File: src/rtl/fpl_pkg.sv
package fpl_pkg;

  typedef enum logic [1:0] {
    PH_OPCODE = 2'd0,
    PH_ADDR   = 2'd1,
    PH_DATA   = 2'd2
  } fpl_phase_e;

  localparam logic [7:0] FPL_PROG_OP = 8'h02;

  // flash semantics: a program pass can only pull bits from one to zero
  function automatic logic [7:0] fpl_merge(input logic [7:0] old_b, input logic [7:0] new_b);
    return old_b & new_b;
  endfunction

endpackage

File: src/rtl/fpl_bit_rx.sv
module fpl_bit_rx (
  input  logic       clk,
  input  logic       rst_n,
  input  logic       cs_n,
  input  logic       bit_stb,
  input  logic       sdi,
  output logic       byte_stb,
  output logic [7:0] byte_val,
  output logic       partial
);

  logic [6:0] shreg;
  logic [2:0] bcnt;

  always_ff @(posedge clk or negedge rst_n) begin
    if (!rst_n) begin
      shreg <= '0;
      bcnt  <= '0;
    end else if (cs_n) begin
      bcnt  <= '0;
    end else if (bit_stb) begin
      shreg <= {shreg[5:0], sdi};
      bcnt  <= bcnt + 3'd1;
    end
  end

  // the eighth bit completes a byte in the same cycle it is strobed
  assign byte_stb = bit_stb & ~cs_n & (bcnt == 3'd7);
  assign byte_val = {shreg, sdi};
  assign partial  = (bcnt != 3'd0);

  // framing restarts at zero once the frame is closed
  a_r6_frame_restart: assert property (@(posedge clk) disable iff (!rst_n)
    cs_n |=> !partial);

endmodule

File: src/rtl/fpl_cmd_ctl.sv
module fpl_cmd_ctl
  import fpl_pkg::*;
#(
  parameter int ADDR_W = 18,
  parameter int COL_W  = 8,
  localparam int PAGE_W = ADDR_W - COL_W
) (
  input  logic              clk,
  input  logic              rst_n,
  input  logic              cs_fall,
  input  logic              byte_stb,
  input  logic [7:0]        byte_val,
  input  logic              busy,
  output logic              data_we,
  output logic [COL_W-1:0]  data_col,
  output logic [7:0]        data_byte,
  output logic              clear_valid,
  output logic              load_ok,
  output logic [PAGE_W-1:0] page
);

  fpl_phase_e       phase;
  logic [1:0]       adr_cnt;
  logic             op_ok;
  logic             ign;
  logic             got_data;
  logic [ADDR_W-1:0] addr_sh;
  logic [COL_W-1:0] col;

  function automatic logic [COL_W-1:0] col_next(input logic [COL_W-1:0] c);
    return c + COL_W'(1);
  endfunction

  always_ff @(posedge clk or negedge rst_n) begin
    if (!rst_n) begin
      phase    <= PH_OPCODE;
      adr_cnt  <= '0;
      op_ok    <= 1'b0;
      ign      <= 1'b0;
      got_data <= 1'b0;
      addr_sh  <= '0;
      col      <= '0;
    end else if (cs_fall) begin
      phase    <= PH_OPCODE;
      adr_cnt  <= '0;
      op_ok    <= 1'b0;
      ign      <= busy;
      got_data <= 1'b0;
    end else if (byte_stb) begin
      unique case (phase)
        PH_OPCODE: begin
          op_ok <= (byte_val == FPL_PROG_OP);
          phase <= PH_ADDR;
        end
        PH_ADDR: begin
          addr_sh <= {addr_sh[ADDR_W-9:0], byte_val};
          adr_cnt <= adr_cnt + 2'd1;
          if (adr_cnt == 2'd2) begin
            phase <= PH_DATA;
            col   <= byte_val[COL_W-1:0];
          end
        end
        default: begin
          if (op_ok && !ign) begin
            got_data <= 1'b1;
            col      <= col_next(col);
          end
        end
      endcase
    end
  end

  assign data_we     = byte_stb & (phase == PH_DATA) & op_ok & ~ign;
  assign data_col    = col;
  assign data_byte   = byte_val;
  assign clear_valid = cs_fall & ~busy;
  assign load_ok     = op_ok & got_data & ~ign & (phase == PH_DATA);
  assign page        = addr_sh[ADDR_W-1:COL_W];

  // the top column is followed by column zero
  a_r4_col_wrap: assert property (@(posedge clk) disable iff (!rst_n)
    (data_we && col == '1) |=> (col == '0));

  // the opcode byte always moves parsing on to the address
  a_r2_op_then_addr: assert property (@(posedge clk) disable iff (!rst_n)
    (byte_stb && phase == PH_OPCODE && !cs_fall) |=> (phase == PH_ADDR));

endmodule

File: src/rtl/fpl_page_store.sv
module fpl_page_store #(
  parameter int COL_W = 8,
  localparam int PAGE = 1 << COL_W
) (
  input  logic             clk,
  input  logic             rst_n,
  input  logic             clear_valid,
  input  logic             we,
  input  logic [COL_W-1:0] wcol,
  input  logic [7:0]       wbyte,
  input  logic [COL_W-1:0] rcol,
  output logic [7:0]       rbyte,
  output logic             rvalid
);

  logic [7:0]      mem [PAGE];
  logic [PAGE-1:0] vld;

  always_ff @(posedge clk) begin
    if (we) mem[wcol] <= wbyte;
  end

  for (genvar c = 0; c < PAGE; c++) begin : g_flag
    always_ff @(posedge clk or negedge rst_n) begin
      if (!rst_n)                              vld[c] <= 1'b0;
      else if (clear_valid)                    vld[c] <= 1'b0;
      else if (we && wcol == COL_W'(c))        vld[c] <= 1'b1;
    end
  end

  assign rbyte  = mem[rcol];
  assign rvalid = vld[rcol];

  // a loaded column is marked for the commit scan
  a_r3_flag_set: assert property (@(posedge clk) disable iff (!rst_n)
    (we && !clear_valid) |=> vld[$past(wcol)]);

endmodule

File: src/rtl/fpl_commit_seq.sv
module fpl_commit_seq
  import fpl_pkg::*;
#(
  parameter int ADDR_W      = 18,
  parameter int COL_W       = 8,
  parameter int BUSY_CYCLES = 4096,
  localparam int PAGE_W = ADDR_W - COL_W,
  localparam int TW     = $clog2(BUSY_CYCLES + 2)
) (
  input  logic              clk,
  input  logic              rst_n,
  input  logic              go,
  input  logic [PAGE_W-1:0] page_in,
  input  logic [7:0]        st_byte,
  input  logic              st_valid,
  input  logic [7:0]        cm_rdata,
  output logic [COL_W-1:0]  rcol,
  output logic              cm_we,
  output logic [ADDR_W-1:0] cm_addr,
  output logic [7:0]        cm_wdata,
  output logic              busy
);

  logic              scanning;
  logic [COL_W-1:0]  scol;
  logic [PAGE_W-1:0] page_q;
  logic [TW-1:0]     tmr;

  always_ff @(posedge clk or negedge rst_n) begin
    if (!rst_n) begin
      scanning <= 1'b0;
      scol     <= '0;
      page_q   <= '0;
      tmr      <= '0;
    end else if (go && !busy) begin
      scanning <= 1'b1;
      scol     <= '0;
      page_q   <= page_in;
    end else if (scanning) begin
      scol <= scol + COL_W'(1);
      if (scol == '1) begin
        scanning <= 1'b0;
        tmr      <= TW'(BUSY_CYCLES);
      end
    end else if (tmr != '0) begin
      tmr <= tmr - TW'(1);
    end
  end

  assign busy     = scanning | (tmr != '0);
  assign rcol     = scol;
  assign cm_we    = scanning & st_valid;
  assign cm_addr  = {page_q, scol};
  assign cm_wdata = fpl_merge(cm_rdata, st_byte);

  // a started commit begins its scan at column zero
  a_r9_scan_start: assert property (@(posedge clk) disable iff (!rst_n)
    (go && !busy) |=> (busy && cm_addr[COL_W-1:0] == '0));

  // no array write outside the busy window
  a_r3_write_in_window: assert property (@(posedge clk) disable iff (!rst_n)
    cm_we |-> busy);

  // the page stays fixed for the whole scan
  a_r3_page_fixed: assert property (@(posedge clk) disable iff (!rst_n)
    (scanning && $past(scanning)) |-> $stable(cm_addr[ADDR_W-1:COL_W]));

endmodule

File: src/rtl/flash_page_loader.sv
module flash_page_loader #(
  parameter int ADDR_W      = 18,
  parameter int COL_W       = 8,
  parameter int BUSY_CYCLES = 4096
) (
  input  logic              clk,
  input  logic              rst_n,
  input  logic              cs_n,
  input  logic              bit_stb,
  input  logic              sdi,
  input  logic              wen,
  input  logic [7:0]        cm_rdata,
  output logic              cm_we,
  output logic [ADDR_W-1:0] cm_addr,
  output logic [7:0]        cm_wdata,
  output logic              busy
);

  localparam int PAGE_W = ADDR_W - COL_W;

  logic              cs_q;
  logic              cs_fall, cs_rise;
  logic              byte_stb, partial;
  logic [7:0]        byte_val;
  logic              data_we, clear_valid, load_ok;
  logic [COL_W-1:0]  data_col, rcol;
  logic [7:0]        data_byte, st_byte;
  logic              st_valid;
  logic [PAGE_W-1:0] page;
  logic              go;

  always_ff @(posedge clk or negedge rst_n) begin
    if (!rst_n) cs_q <= 1'b1;
    else        cs_q <= cs_n;
  end

  assign cs_fall = cs_q & ~cs_n;
  assign cs_rise = ~cs_q & cs_n;

  fpl_bit_rx u_rx (
    .clk      (clk),
    .rst_n    (rst_n),
    .cs_n     (cs_n),
    .bit_stb  (bit_stb),
    .sdi      (sdi),
    .byte_stb (byte_stb),
    .byte_val (byte_val),
    .partial  (partial)
  );

  fpl_cmd_ctl #(.ADDR_W(ADDR_W), .COL_W(COL_W)) u_ctl (
    .clk         (clk),
    .rst_n       (rst_n),
    .cs_fall     (cs_fall),
    .byte_stb    (byte_stb),
    .byte_val    (byte_val),
    .busy        (busy),
    .data_we     (data_we),
    .data_col    (data_col),
    .data_byte   (data_byte),
    .clear_valid (clear_valid),
    .load_ok     (load_ok),
    .page        (page)
  );

  fpl_page_store #(.COL_W(COL_W)) u_store (
    .clk         (clk),
    .rst_n       (rst_n),
    .clear_valid (clear_valid),
    .we          (data_we),
    .wcol        (data_col),
    .wbyte       (data_byte),
    .rcol        (rcol),
    .rbyte       (st_byte),
    .rvalid      (st_valid)
  );

  // release decision: whole bytes only, write enable, a real load, not busy
  assign go = cs_rise & load_ok & ~partial & wen & ~busy;

  fpl_commit_seq #(.ADDR_W(ADDR_W), .COL_W(COL_W), .BUSY_CYCLES(BUSY_CYCLES)) u_seq (
    .clk      (clk),
    .rst_n    (rst_n),
    .go       (go),
    .page_in  (page),
    .st_byte  (st_byte),
    .st_valid (st_valid),
    .cm_rdata (cm_rdata),
    .rcol     (rcol),
    .cm_we    (cm_we),
    .cm_addr  (cm_addr),
    .cm_wdata (cm_wdata),
    .busy     (busy)
  );

  // a release in the middle of a byte starts nothing
  a_r6_partial_drops: assert property (@(posedge clk) disable iff (!rst_n)
    (cs_rise && partial && !busy) |=> !busy);

  // a release without write enable starts nothing
  a_r7_needs_wen: assert property (@(posedge clk) disable iff (!rst_n)
    (cs_rise && !wen && !busy) |=> !busy);

  // the array is never written while idle
  a_r1_idle_quiet: assert property (@(posedge clk) disable iff (!rst_n)
    !busy |-> !cm_we);

endmodule

File: config.mk
export PLATFORM = sky130hd
export DESIGN_NAME = flash_page_loader
export DESIGN_NICKNAME = d
export VERILOG_FILES = /design/src/rtl/fpl_pkg.sv /design/src/rtl/fpl_bit_rx.sv /design/src/rtl/fpl_cmd_ctl.sv /design/src/rtl/fpl_page_store.sv /design/src/rtl/fpl_commit_seq.sv /design/src/rtl/flash_page_loader.sv
export SDC_FILE = /design/constraint.sdc
export NUM_CORES = 2
export LEC_CHECK = 0
export BUFFER_PORTS_ARGS = -buffer_cell sky130_fd_sc_hd__buf_2
export CAP_MARGIN = 0
export CORE_ASPECT_RATIO = 0.9
export CORE_MARGIN = 5
export CORE_UTILIZATION = 55
export DETAILED_ROUTE_END_ITERATION = 6
export PLACE_DENSITY = 0.7
export RECOVER_POWER = 100
export SLEW_MARGIN = 40
export SYNTH_ARGS = -nofsm -noshare
export SYNTH_HDL_FRONTEND = slang
export SYNTH_HIERARCHICAL = 1
export SYNTH_SLANG_ARGS = --single-unit
File: constraint.sdc
create_clock -name clk -period 7 [get_ports clk]
set_input_delay 1.4 -clock clk [delete_from_list [all_inputs] [get_ports clk]]
set_output_delay 1.4 -clock clk [all_outputs]
set_load 0.02 [all_outputs]
==> impl_metrics.csv <==
group,metric,value,unit
routing,drc,0,
die,coreArea,0.171,sq mm
routing,dr_wl_met3,23500,um
sta,slew_headroom,-238,%
routing,drtIter0Drc,6213,
critical_path,critPathKind,"reg2out",
logic_synthesis,netlist_instances,4949,
critical_path,end_kind,"primary output",
routing,wl_met1,91300,um
place,placed_area,0.0976,sq mm
pwr,p_leak,33.5,nW
routing,dr_wl_met2,112000,um
clock_network,clock_tree.root_cell,"clkbuf_16",
logic_synthesis,synth_edf_count,2048,
logic_synthesis,synthTopCellsByArea,"edfxtp_1 65%, mux4_2 13%, dfrtp_1 8.8%, nor2_1 3.0%, mux2i_1 2.0%",
min_path,holdPathStages,1,
critical_path,path_cells,"nor3_1, buf_4, nand2b_1, o22ai_1, a211oi_1, nor3b_1, and2_1, buf_2",
sta,rsz0062_at_grt,"no",
logic_synthesis,synth_warnings,6,
sta,skew,0.0319,ns
pwr,irDropWorstVdd,276,uV
clock_network,hold_buffers,0,
min_path,hold_class,"reg2reg",
routing,ant_nets,0,
routing,avgRoutedWirePerCell,31.4,um
critical_path,startpoint_type,"register",
status,failed_checks,"capacitance limit, slew limit",
critical_path,cp_top_family,"flip-flops",
logic_synthesis,synth-async-reset-ratio,13.9,%
logic_synthesis,yosysUniqueCellTypes,73,
die,rows,144,
die,die_x,446,um
die,start_util,55.1,%
routing,vias,49300,
clock_network,htree_levels,4,
critical_path,cp_max_fo,29,
critical_path,critPathSlowestCell,"dfrtp_1",
sta,fmax,144,MHz
critical_path,required,5.60,ns
sta,worst_pin_slew,5.07,ns
routing,firstDrtPassIters,7,
sta,finalSetupViolCount,0,
sta,fin_ws,0.0791,ns
routing,top_layer,"met5",
global_routing,grt_pass1_vias,48200,
logic_synthesis,syn_area,0.0942,sq mm
pwr,power_density,292,mW/mm^2
place,gp_congestion,0.870,
logic_synthesis,synthesis.nets,4970,
critical_path,cp_data_arrival_time,5.52,ns
clock_network,cts.sinks,2380,
global_routing,grt_pass1_wl,345000,um
logic_synthesis,ys_ff_latch,2380,
critical_path,crit_buf_inv,2,
global_routing,grt_max_degree,206,
place,place_hpwl,144000,um
global_routing,track_usage,26.5,%
cells_and_area,final_cell_count_no_fill,7537,
logic_synthesis,synth_largest_area_cell,"edfxtp_1",
pwr,totalPowerFinal,30.4,mW
logic_synthesis,yosysSeqAreaShare,74.1,%
sta,fin_crit_sh,98.9,%
die,num_io_pins,42,
sta,period_minus_slack,6.92,ns
sta,hold_slack,0.478,ns
logic_synthesis,synth_top_area_share,65.3,%
critical_path,max_stage_delay,1.66,ns
die,die_area,0.180,sq mm
cells_and_area,final_cell_area,0.104,sq mm
place,io_buffers,41,
die,die_h,403,um
cells_and_area,fin_util,60.9,%
status,outcome,"finished, violations left",
sta,finalMaxSlewViolations,1792,
global_routing,grt_overflow,0,
logic_synthesis,syn_avg_cell_area,19.0,sq um
clock_network,post_cts_buffers,0,
place,dpl.cell_count,7109,
global_routing,antenna_found_initial,4,
routing,wirelength,237000,um
sta,finalSetupTns,0,ns
cells_and_area,nFillCells,12000,
cells_and_area,layout-drive-gt1-share,21.1,%
cells_and_area,final_nets,5096,
clock_network,clkTransAtPathRegs,0.06,ns
logic_synthesis,synth_ff_type,"edfxtp_1",
sta,hold_violations,0,
clock_network,clk-insertion-delay-late,0.84,ns
clock_network,numCtsBuffers,220,
clock_network,cts_resized,0,
routing,drt-vias-per-instance,6.55,
critical_path,ff2ff_path_depth,2,
run,drv_cap,33,
clock_network,ctsLongestPathBuffers,3,
critical_path,worst-path-stages,8,
cells_and_area,synthToLayoutAreaGrowth,10.5,%
place,post-place-ws,1.21,ns
clock_network,cts_tree,"yes",
==> Yosys cell counts, types with 8 or more instances <==
library cell / instances
o31ai_1: 8
o221ai_1: 47
a22oi_1: 44
a211oi_1: 15
nor4_1: 9
nor3_1: 30
nor2b_1: 26
a22o_1: 14
buf_2: 54
inv_1: 13
mux2_2: 11
nor2_1: 761
buf_6: 31
o21ai_0: 37
buf_8: 14
dfrtp_1: 331
buf_4: 58
edfxtp_1: 2048
mux2i_1: 191
a311oi_1: 8
and2_1: 20
nand3_1: 50
buf_1: 19
a221oi_1: 17
a21oi_1: 68
mux4_2: 561
o21ba_2: 31
nand2_1: 102
nand2b_1: 16
or3_1: 10
nand4_1: 13
mux2_4: 27
o22ai_1: 37
clkbuf_1: 132
==> worst register-to-register path, delay by kind of cell, from the launching register on <==
family | cells | cell delay [ns]
buf+inv | 2 | 3.85
flops | 1 | 1.97
==> cell type report <==
type	count	area [sq um]	area share [%]
flip-flops and latches	2380	69800	67.1
multi-input cells	2247	22400	21.5
clock buffers	306	6130	5.89
well taps	2263	2830	2.72
repair buffers	213	1550	1.49
clock inverters	114	1310	1.25
inverters	13	48.8	0.0469
diodes	1	2.50	0.00240
==> metal layers <==
layer,GRT usage [%],up-vias
met5,0,-
met4,9.34,2
met3,5.36,487
met2,40.6,2798
met1,38.6,26100
li1,-,20000
==> worst paths after layout <==
check / slack [ns] / to / from
max: 0.08 / cm_wdata[2] / u_seq/rcol[4]
min: 0.48 / u_seq/page_q[3] / u_ctl/addr_sh[11]
max reg2reg: 0.73 / u_store/mem[185][3] / u_rx/shreg[2]
min reg2reg: 0.48 / u_seq/page_q[3] / u_ctl/addr_sh[11]
max in group asynchronous: 1.25 / u_seq/rcol[0] / rst_n
min in group asynchronous: 1.11 / u_ctl/addr_sh[0] / rst_n
==> state kept, by name, summed over array words and instances, names as in the netlist, 3 cells and up <==
register,count
u_ctl/addr_sh,18
u_rx/shreg,7
u_store/mem,2048
u_seq/tmr,13
u_ctl/data_col,8
u_seq/rcol,8
u_seq/page_q,10
u_rx/bcnt,3
u_store/vld,256
==> placed cells by master (no fill, tap or decap), types with 17 or more instances in the layout <==
master     netlist  final
edfxtp_1      2048   2048
nor2_1         761    758
mux4_2         561    561
dfrtp_1        331    326
clkbuf_16        0    223
mux2i_1        191    191
clkbuf_1       132    154
nand2_1        102     95
a21oi_1         68     69
buf_4           58     55
o221ai_1        47     47
nand3_1         50     46
a22oi_1         44     44
clkinv_2         0     43
o22ai_1         37     37
o21ai_0         37     33
o21ba_2         31     31
nor3_1          30     30
buf_2           54     27
bufinv_16        0     24
clkbuf_8         0     24
buf_12           1     24
nor2b_1         26     23
clkinv_1         0     21
mux2_1           0     21
and2_1          20     20
a221oi_1        17     17
==> logic make-up (layout without fill, tap and decap cells) <==
logic type	count (synthesis)	in the layout	share of synthesized area (%)
xor+xnor	8	8	0.0744
other cells	0	1	0
fa+ha+maj	7	7	0.0930
buf+inv	322	646	2.02
flops	2380	2380	74.1
compound gates	362	362	2.78
simple gates	1080	1080	4.89
mux	790	790	16.0
==> power by group <==
part           switching, mW  leakage, nW  internal [mW]
sequential             0.243         23.0           16.7
clock                   5.20         3.63           7.02
combinational           1.14         6.83         0.0947
total                   6.59         33.5           23.8
No activity file was read; power rests on OpenSTA's default activity.
